`config.mk`:
```
export PLATFORM = sky130hd
export DESIGN_NAME = cla_adder64
export DESIGN_NICKNAME = d
export VERILOG_FILES = /design/src/rtl/cla_pkg.sv /design/src/rtl/cla_lookahead.sv /design/src/rtl/cla_slice.sv /design/src/rtl/cla_block.sv /design/src/rtl/cla_adder64.sv
export SDC_FILE = /design/constraint.sdc
export NUM_CORES = 1
export LEC_CHECK = 0
export BUFFER_PORTS_ARGS = -buffer_cell sky130_fd_sc_hd__buf_2
export CAP_MARGIN = 20
export CORE_ASPECT_RATIO = 0.6
export CORE_UTILIZATION = 25
export DETAILED_ROUTE_END_ITERATION = 8
export PLACE_DENSITY = 0.56
export SLEW_MARGIN = 20
export SYNTH_ARGS = -nofsm -noshare
export SYNTH_HDL_FRONTEND = slang
export SYNTH_HIERARCHICAL = 1
export SYNTH_SLANG_ARGS = --single-unit
```
`constraint.sdc`:
```
create_clock -name vclk -period 4.2
set_clock_uncertainty 0.15 [all_clocks]
set_input_delay 0.21 -clock vclk [all_inputs]
set_output_delay 0.21 -clock vclk [all_outputs]
set_load 0.02 [all_outputs]
```
`src/rtl/cla_pkg.sv`:
```
package cla_pkg;
   localparam int unsigned SLICE_W = 4;
   localparam int unsigned FANIN   = 4;
   localparam int unsigned BLOCK_W = SLICE_W * FANIN;
   localparam int unsigned ADD_W   = BLOCK_W * FANIN;
endpackage

```
`src/rtl/cla_lookahead.sv`:
```
module cla_lookahead #(
   parameter int unsigned N = 4
) (
   input  logic [N-1:0] p,
   input  logic [N-1:0] g,
   input  logic         ci,
   output logic [N-1:0] c,
   output logic         co,
   output logic         pg,
   output logic         gg
);
   generate
      if (N < 2) begin : g_bad_n
         $error("cla_lookahead: N must be at least 2");
      end
   endgenerate

   logic [N:0] carr;

   // Flattened sum-of-products for every carry, no chained term
   always_comb begin
      carr[0] = ci;
      for (int k = 1; k <= N; k++) begin
         logic acc;
         logic chain;
         chain = ci;
         for (int m = 0; m < k; m++) chain = chain & p[m];
         acc = chain;
         for (int j = 0; j < k; j++) begin
            logic term;
            term = g[j];
            for (int m = j + 1; m < k; m++) term = term & p[m];
            acc = acc | term;
         end
         carr[k] = acc;
      end
   end

   always_comb begin
      logic acc;
      acc = 1'b0;
      for (int j = 0; j < N; j++) begin
         logic term;
         term = g[j];
         for (int m = j + 1; m < N; m++) term = term & p[m];
         acc = acc | term;
      end
      gg = acc;
   end

   assign pg = &p;
   assign c  = carr[N-1:0];
   assign co = carr[N];

   // the flattened top carry must agree with group terms
   always_comb begin
      a_r6_group_carry: assert (co == (gg | (pg & ci)))
         else $error("lookahead top carry disagrees with group terms");
   end
endmodule

```
`src/rtl/cla_slice.sv`:
```
module cla_slice #(
   parameter int unsigned W = 4
) (
   input  logic [W-1:0] a,
   input  logic [W-1:0] b,
   input  logic         ci,
   output logic [W-1:0] sum,
   output logic         pg,
   output logic         gg
);
   logic [W-1:0] bp;
   logic [W-1:0] bg;
   logic [W-1:0] bc;
   logic         co;

   assign bp = a ^ b;
   assign bg = a & b;

   cla_lookahead #(.N(W)) u_la (
      .p (bp),
      .g (bg),
      .ci(ci),
      .c (bc),
      .co(co),
      .pg(pg),
      .gg(gg)
   );

   genvar i;
   generate
      for (i = 0; i < W; i++) begin : g_sum
         assign sum[i] = bp[i] ^ bc[i];
      end
   endgenerate

   logic [W:0] ref_v;
   assign ref_v = {1'b0, a} + {1'b0, b} + {{W{1'b0}}, ci};

   always_comb begin
      a_r2_group_prop: assert (pg == ((a ^ b) == {W{1'b1}}))
         else $error("slice group propagate wrong");
      a_r4_slice_sum: assert ({co, sum} == ref_v)
         else $error("slice sum/carry wrong");
   end
endmodule

```
`src/rtl/cla_block.sv`:
```
module cla_block #(
   parameter int unsigned SW = 4,
   parameter int unsigned N  = 4
) (
   input  logic [SW*N-1:0] a,
   input  logic [SW*N-1:0] b,
   input  logic            ci,
   output logic [SW*N-1:0] sum,
   output logic            pg,
   output logic            gg
);
   localparam int unsigned BW = SW * N;

   logic [N-1:0] sp;
   logic [N-1:0] sg;
   logic [N-1:0] sc;
   logic         co;

   genvar k;
   generate
      for (k = 0; k < N; k++) begin : g_slice
         cla_slice #(.W(SW)) u_slice (
            .a  (a[k*SW +: SW]),
            .b  (b[k*SW +: SW]),
            .ci (sc[k]),
            .sum(sum[k*SW +: SW]),
            .pg (sp[k]),
            .gg (sg[k])
         );
      end
   endgenerate

   cla_lookahead #(.N(N)) u_la1 (
      .p (sp),
      .g (sg),
      .ci(ci),
      .c (sc),
      .co(co),
      .pg(pg),
      .gg(gg)
   );

   logic [BW:0] ref_v;
   assign ref_v = {1'b0, a} + {1'b0, b} + {{BW{1'b0}}, ci};

   always_comb begin
      a_r5_block_sum: assert ({co, sum} == ref_v)
         else $error("block sum/carry wrong");
   end
endmodule

```
`src/rtl/cla_adder64.sv`:
```
module cla_adder64
   import cla_pkg::*;
#(
   parameter int unsigned SW    = SLICE_W,
   parameter int unsigned N     = FANIN,
   parameter int unsigned WIDTH = ADD_W
) (
   input  logic [WIDTH-1:0] a,
   input  logic [WIDTH-1:0] b,
   input  logic             cin,
   output logic [WIDTH-1:0] sum,
   output logic             cout
);
   localparam int unsigned BW = SW * N;

   generate
      if (WIDTH != BW * N) begin : g_bad_width
         $error("cla_adder64: WIDTH must equal SW*N*N");
      end
   endgenerate

   logic [N-1:0] bp;
   logic [N-1:0] bg;
   logic [N-1:0] bc;
   logic         tp;
   logic         tg;

   genvar k;
   generate
      for (k = 0; k < N; k++) begin : g_block
         cla_block #(.SW(SW), .N(N)) u_blk (
            .a  (a[k*BW +: BW]),
            .b  (b[k*BW +: BW]),
            .ci (bc[k]),
            .sum(sum[k*BW +: BW]),
            .pg (bp[k]),
            .gg (bg[k])
         );
         if (k > 0) begin : g_chk
            localparam int unsigned LO = k * BW;
            logic [LO:0] part;
            assign part = {1'b0, a[LO-1:0]} + {1'b0, b[LO-1:0]} + {{LO{1'b0}}, cin};
            always_comb begin
               a_r6_block_cin: assert (bc[k] == part[LO])
                  else $error("block carry-in wrong");
            end
         end
      end
   endgenerate

   cla_lookahead #(.N(N)) u_la2 (
      .p (bp),
      .g (bg),
      .ci(cin),
      .c (bc),
      .co(cout),
      .pg(tp),
      .gg(tg)
   );

   logic [WIDTH:0] ref_v;
   assign ref_v = {1'b0, a} + {1'b0, b} + {{WIDTH{1'b0}}, cin};

   always_comb begin
      a_r1_total: assert ({cout, sum} == ref_v)
         else $error("adder result wrong");
      a_r6_cout_terms: assert (cout == (tg | (tp & cin)))
         else $error("cout disagrees with block terms");
   end
endmodule

```
=== Word level (Yosys, flattened, before mapping) ===
Index checks and enable logic that the tools add are counted.

* Bitwise operators: 476
* Reductions and logical operators: 20

{| class="wikitable"
|+ Operator list
! kind !! number
|-
| $and 1x1->1 || 190
|-
| $or 1x1->1 || 190
|-
| $and 4x4->4 || 16
|-
| $reduce_and 16->1 || 4
|-
| $reduce_and 4->1 || 16
|-
| $xor 1x1->1 || 64
|-
| $xor 4x4->4 || 16
|}

* Register bits: 0
* Input bits: 129
* Output and inout port bits: 65
* Logic and storage cells: 496

=== Logic depth before layout (Yosys ltp) ===
* Word-level depth: 31
* Gate-level depth with buffers: 18
* Depth with buffers taken out: 18

=== By module ===
The synthesis kept the hierarchy.

{| class="wikitable"
|+ By module, submodules not included
! module !! instances !! cells an instance !! area each (µm²) !! seq. area each (µm²)
|-
| cla_lookahead || 21 || 11 || 67.6 || 0.0
|-
| cla_slice || 16 || 8 || 85.1 || 0.0
|}

=== Worst setup path before layout ===
OpenSTA, ideal clock, no wires.

* Kind: input to output
* Start: in a[11]
* End: out sum[63]
* Arrival time: 3.143 ns
* Data required time: 3.840 ns
* Path slack: 0.697 ns
* Cell stages on the path: 18
* Buffers on the path: 0
* Cell sequence: ha_1 > a21oi_1 > o21ai_0 > a21oi_1 > o21ai_0 > a21o_1 > a21oi_2 > inv_2 > a21o_1 > a21o_1 > a21oi_2 > inv_2 > a21o_1 > a21o_1 > a21oi_2 > inv_2 > a21o_1 > xor2_1

* Cells in the longest elaborated chain, start to end: 26
* Elaborated cells on any way between the ends: 39
* Those cells by class: 37 x bitwise; 2 x reduce/logical

{| class="wikitable"
|+ RTL lines
! item !! line !! RTL
|-
| start: declaration || cla_adder64.sv:8 || <nowiki>input logic [WIDTH-1:0] a,</nowiki>
|-
| $xor 4x4->4 || cla_slice.sv:16 || <nowiki>assign bp = a ^ b;</nowiki>
|-
| $and 1x1->1 || - ||
|-
| $or 1x1->1 (2 in a row) || cla_lookahead.sv:46 || <nowiki>acc = acc | term;</nowiki>
|-
| $or 1x1->1 * || cla_lookahead.sv:46 ||
|-
| named net g_block[0].u_blk.sg[2] || cla_block.sv:15 || <nowiki>logic [N-1:0] sg;</nowiki>
|-
| $and 1x1->1 * || cla_lookahead.sv:45 || <nowiki>for (int m = j + 1; m < N; m++) term = term & p[m];</nowiki>
|-
| $or 1x1->1 * (2 in a row) || cla_lookahead.sv:46 ||
|-
| named net bg[0] || cla_adder64.sv:23 || <nowiki>logic [N-1:0] bg;</nowiki>
|-
| (+5 left out) || - ||
|-
| named net bc[3] || cla_adder64.sv:24 || <nowiki>logic [N-1:0] bc;</nowiki>
|-
| $and 1x1->1 * || cla_lookahead.sv:27 || <nowiki>for (int m = 0; m < k; m++) chain = chain & p[m];</nowiki>
|-
| $and 1x1->1 * (2 in a row) || - ||
|-
| $or 1x1->1 * (3 in a row) || cla_lookahead.sv:33 || <nowiki>acc = acc | term;</nowiki>
|-
| named net g_block[3].u_blk.sc[3] || cla_block.sv:16 || <nowiki>logic [N-1:0] sc;</nowiki>
|-
| $and 1x1->1 * (3 in a row) || cla_lookahead.sv:27 ||
|-
| $or 1x1->1 * (3 in a row) || cla_lookahead.sv:33 ||
|-
| named net g_block[3].u_blk.g_slice[3].u_slice.bc[3] || cla_slice.sv:13 || <nowiki>logic [W-1:0] bc;</nowiki>
|-
| $xor 1x1->1 * || cla_slice.sv:32 || <nowiki>assign sum[i] = bp[i] ^ bc[i];</nowiki>
|-
| end: declaration || cla_adder64.sv:11 || <nowiki>output logic [WIDTH-1:0] sum,</nowiki>
|}

The timed path passes the listed nets; every way through them passes the cells marked *.

=== Final worst setup path ===
* Start: in a[1]
* End: out sum[63]

* Cells in the longest elaborated chain, start to end: 31
* Elaborated cells on any way between the ends: 38
* Those cells by class: 37 x bitwise; 1 x reduce/logical

{| class="wikitable"
|+ RTL lines
! item !! line !! RTL
|-
| $xor 4x4->4 || cla_slice.sv:16 ||
|-
| named net g_block[0].u_blk.g_slice[0].u_slice.bp[1] || cla_slice.sv:11 || <nowiki>logic [W-1:0] bp;</nowiki>
|-
| $and 1x1->1 (2 in a row) || cla_lookahead.sv:45 ||
|-
| $and 1x1->1 || - ||
|-
| $or 1x1->1 (3 in a row) || cla_lookahead.sv:46 ||
|-
| named net g_block[0].u_blk.sg[0] || cla_block.sv:15 ||
|-
| $and 1x1->1 (3 in a row) || cla_lookahead.sv:45 ||
|-
| $or 1x1->1 (3 in a row) || cla_lookahead.sv:46 ||
|-
| named net bg[0] || cla_adder64.sv:23 ||
|-
| (+5 left out) || - ||
|-
| named net bc[3] || cla_adder64.sv:24 ||
|-
| $and 1x1->1 || cla_lookahead.sv:27 ||
|-
| $and 1x1->1 (2 in a row) || - ||
|-
| $or 1x1->1 (3 in a row) || cla_lookahead.sv:33 ||
|-
| named net g_block[3].u_blk.sc[3] || cla_block.sv:16 ||
|-
| $and 1x1->1 (3 in a row) || cla_lookahead.sv:27 ||
|-
| $or 1x1->1 (3 in a row) || cla_lookahead.sv:33 ||
|-
| named net g_block[3].u_blk.g_slice[3].u_slice.bc[3] || cla_slice.sv:13 ||
|-
| $xor 1x1->1 || cla_slice.sv:32 ||
|}

The timed path passes the listed nets, and every way through them passes these cells.

==> run metrics <==
number of standard cells in the layout, taps in and fillers out=approximately 640; Relative slew margins=0.6844; required time of the critical path=3840 ps; Hold Path Class=in -> out; area used by multi-input combinational logic=about 2400 um^2; number of nets produced by synthesis=between 500 and 600; global-route wire length before repair=~13000 um; switching part of the total=0.6109; maximum capacitance violations=0; Yosys Warn Count=6; Critical Path End Type=primary output; count of clock-net buffers in the final layout=0; # diodes=0; Tmin final=between 3000 and 4000 ps; count of sequential standard cells=0; startpoint-to-endpoint class of the critical path=in -> out; Port Buffers=194; Remaining Overflow, GRT=0; power density normalized to cell area=between 200 and 250 nW/um^2; static leakage=0.002204 uW; proportion of power drawn by the clock network=0; critical path buffer and inverter count=5; number of gates resized after cts=0; cell area after placement=about 3600 um^2; cell-internal power=a little over 300 uW; result of the run=finished clean; portion of total power attributed to sequential cells=0; standard cell with the maximum stage delay on the critical path=ha_1; Period Utilization, post-route=0.9257; startpoint of the lowest-slack hold path=cin; endpoints failing hold=0; Placement Rows=28; antenna violations before repair=0; global-route usage over all layers=0.1356; Nets=704; area of the core=10090 um^2; final number of setup-violating endpoints=0; share of total power in combinational logic=1.000; setup repair after global routing missed its margin=no; post-DR vias/cell=4.585; endpoint of the worst hold path=sum[0]; number of cells traversed by the worst hold path=3; highest net fanout along the worst path=4; routability cong.=0.9056; Initial Utilization=0.2638; data arrival time at the worst-slack endpoint=~3500 ps; startpoint class of the critical path=primary input; maximum VDD drop=a little under 0.1 mV; count of filler cells inserted in the layout=between 1000 and 1500; postcts setup bufs=0; Detail Route Antenna Nets=0; cell with the most instances on the worst path=a21o_1; final non-filler cell area=about 3600 um^2; Post-CTS Hold Fix Bufs=0; total stage count of the critical path=20; fraction of layout cells with a size suffix above 1=0.4637; final setup TNS=0 ps; wire length per cell=roughly 13 um; detailed-route wire length=~8200 um; via count of the first global-routing pass=about 2700; worst path cell trace=buf_2, ha_1, a21oi_1, o21ai_0, a21oi_1, o21ai_0, a21o_1, a21oi_2, inv_2, a21o_1, a21o_1, a21oi_2, inv_2, a21o_1, a21o_1, a21oi_2, inv_2, a21o_1, xor2_1, buf_2; DP Wirelength=about 7700 um; number of DRC violations after detailed-routing iteration 0=87; Worst-Margin Slew=roughly 470 ps; synthesized area per cell=roughly 7.9 um^2; maximum number of pins on one net before global-route repair=5; highest clock rate=257.2 MHz; DRC violations left=0; I/O pin count=between 150 and 200; Worst path top cell family by delay=compound AO/OA/AOI/OAI gates; area enclosed by the die boundary=approximately 11000 um^2; Seq. cell area=0 um^2; synth-to-layout area growth=36.91%; DR pass1 iterations=4; Die X=about 140 um; Post-Syn Area=between 2000 and 3000 um^2; Die Y=~80 um; Cell Count Post-Placement=644; slowest stage delay, CP=~340 ps; final number of max-transition violations=0; post-synthesis instance total=around 340; routed vias=2953; Psw=479.7 uW
==> worst max-delay path by stage <==
stage,startpoint,endpoint,slack [ps]
after floorplan,a[1],sum[63],810
after global placement,a[1],sum[63],430
after detailed placement,a[1],sum[63],320
after CTS,a[1],sum[63],300
final,a[1],sum[63],310
after global routing,a[1],sum[63],60
==> through the flow <==
step                      utilization  total power (uW)  setup WS [ps]  hold slack (ps)
after floorplan                     -             553.2          814.8            557.5
after CTS                      0.3611             790.0          302.5            642.8
final                          0.3611             785.2          312.0            647.2
after global placement         0.3611             785.7          431.1            644.9
after detailed placement       0.3611             785.9          324.3            639.2
after global routing           0.3611             853.4          57.89            657.0
==> cell usage in the layout, fill, tap and decap left out, drive strengths merged <==
master	count
buf	194
ha	64
inv	21
and4	20
nand2	21
o21ai	21
xor2	64
a21o	42
a21oi	62
==> layer usage <==
metal | part of all wire | up-vias | track usage
met5 | 0 | - | 0
met3 | 0.038 | 2 | 0.006790
li1 | - | 1557 | -
met4 | 0.0023 | 0 | 0.003371
met1 | 0.52 | 1334 | 0.2024
met2 | 0.44 | 60 | 0.2231
==> final cells by class <==
| type | instances | share of cell area |
|---|---|---|
| multi-input combinational | 294 | 0.6655 |
| tap | 135 | 0.04636 |
| timing repair buffer | 194 | 0.2665 |
| inverter | 21 | 0.02163 |
==> power groups by stage <==
stage	sequential, uW	combinational [uW]	clock (uW)
floorplan	0	553	0
finish	0	785	0
CTS	0	790	0
global route	0	853	0
global placement	0	786	0
detailed placement	0	786	0
==> worst min-delay path, cell delays in order <==
cell	delay, ps
buf_2	140
xor2_1	80
buf_2	150
No activity file was read; power rests on OpenSTA's default activity.
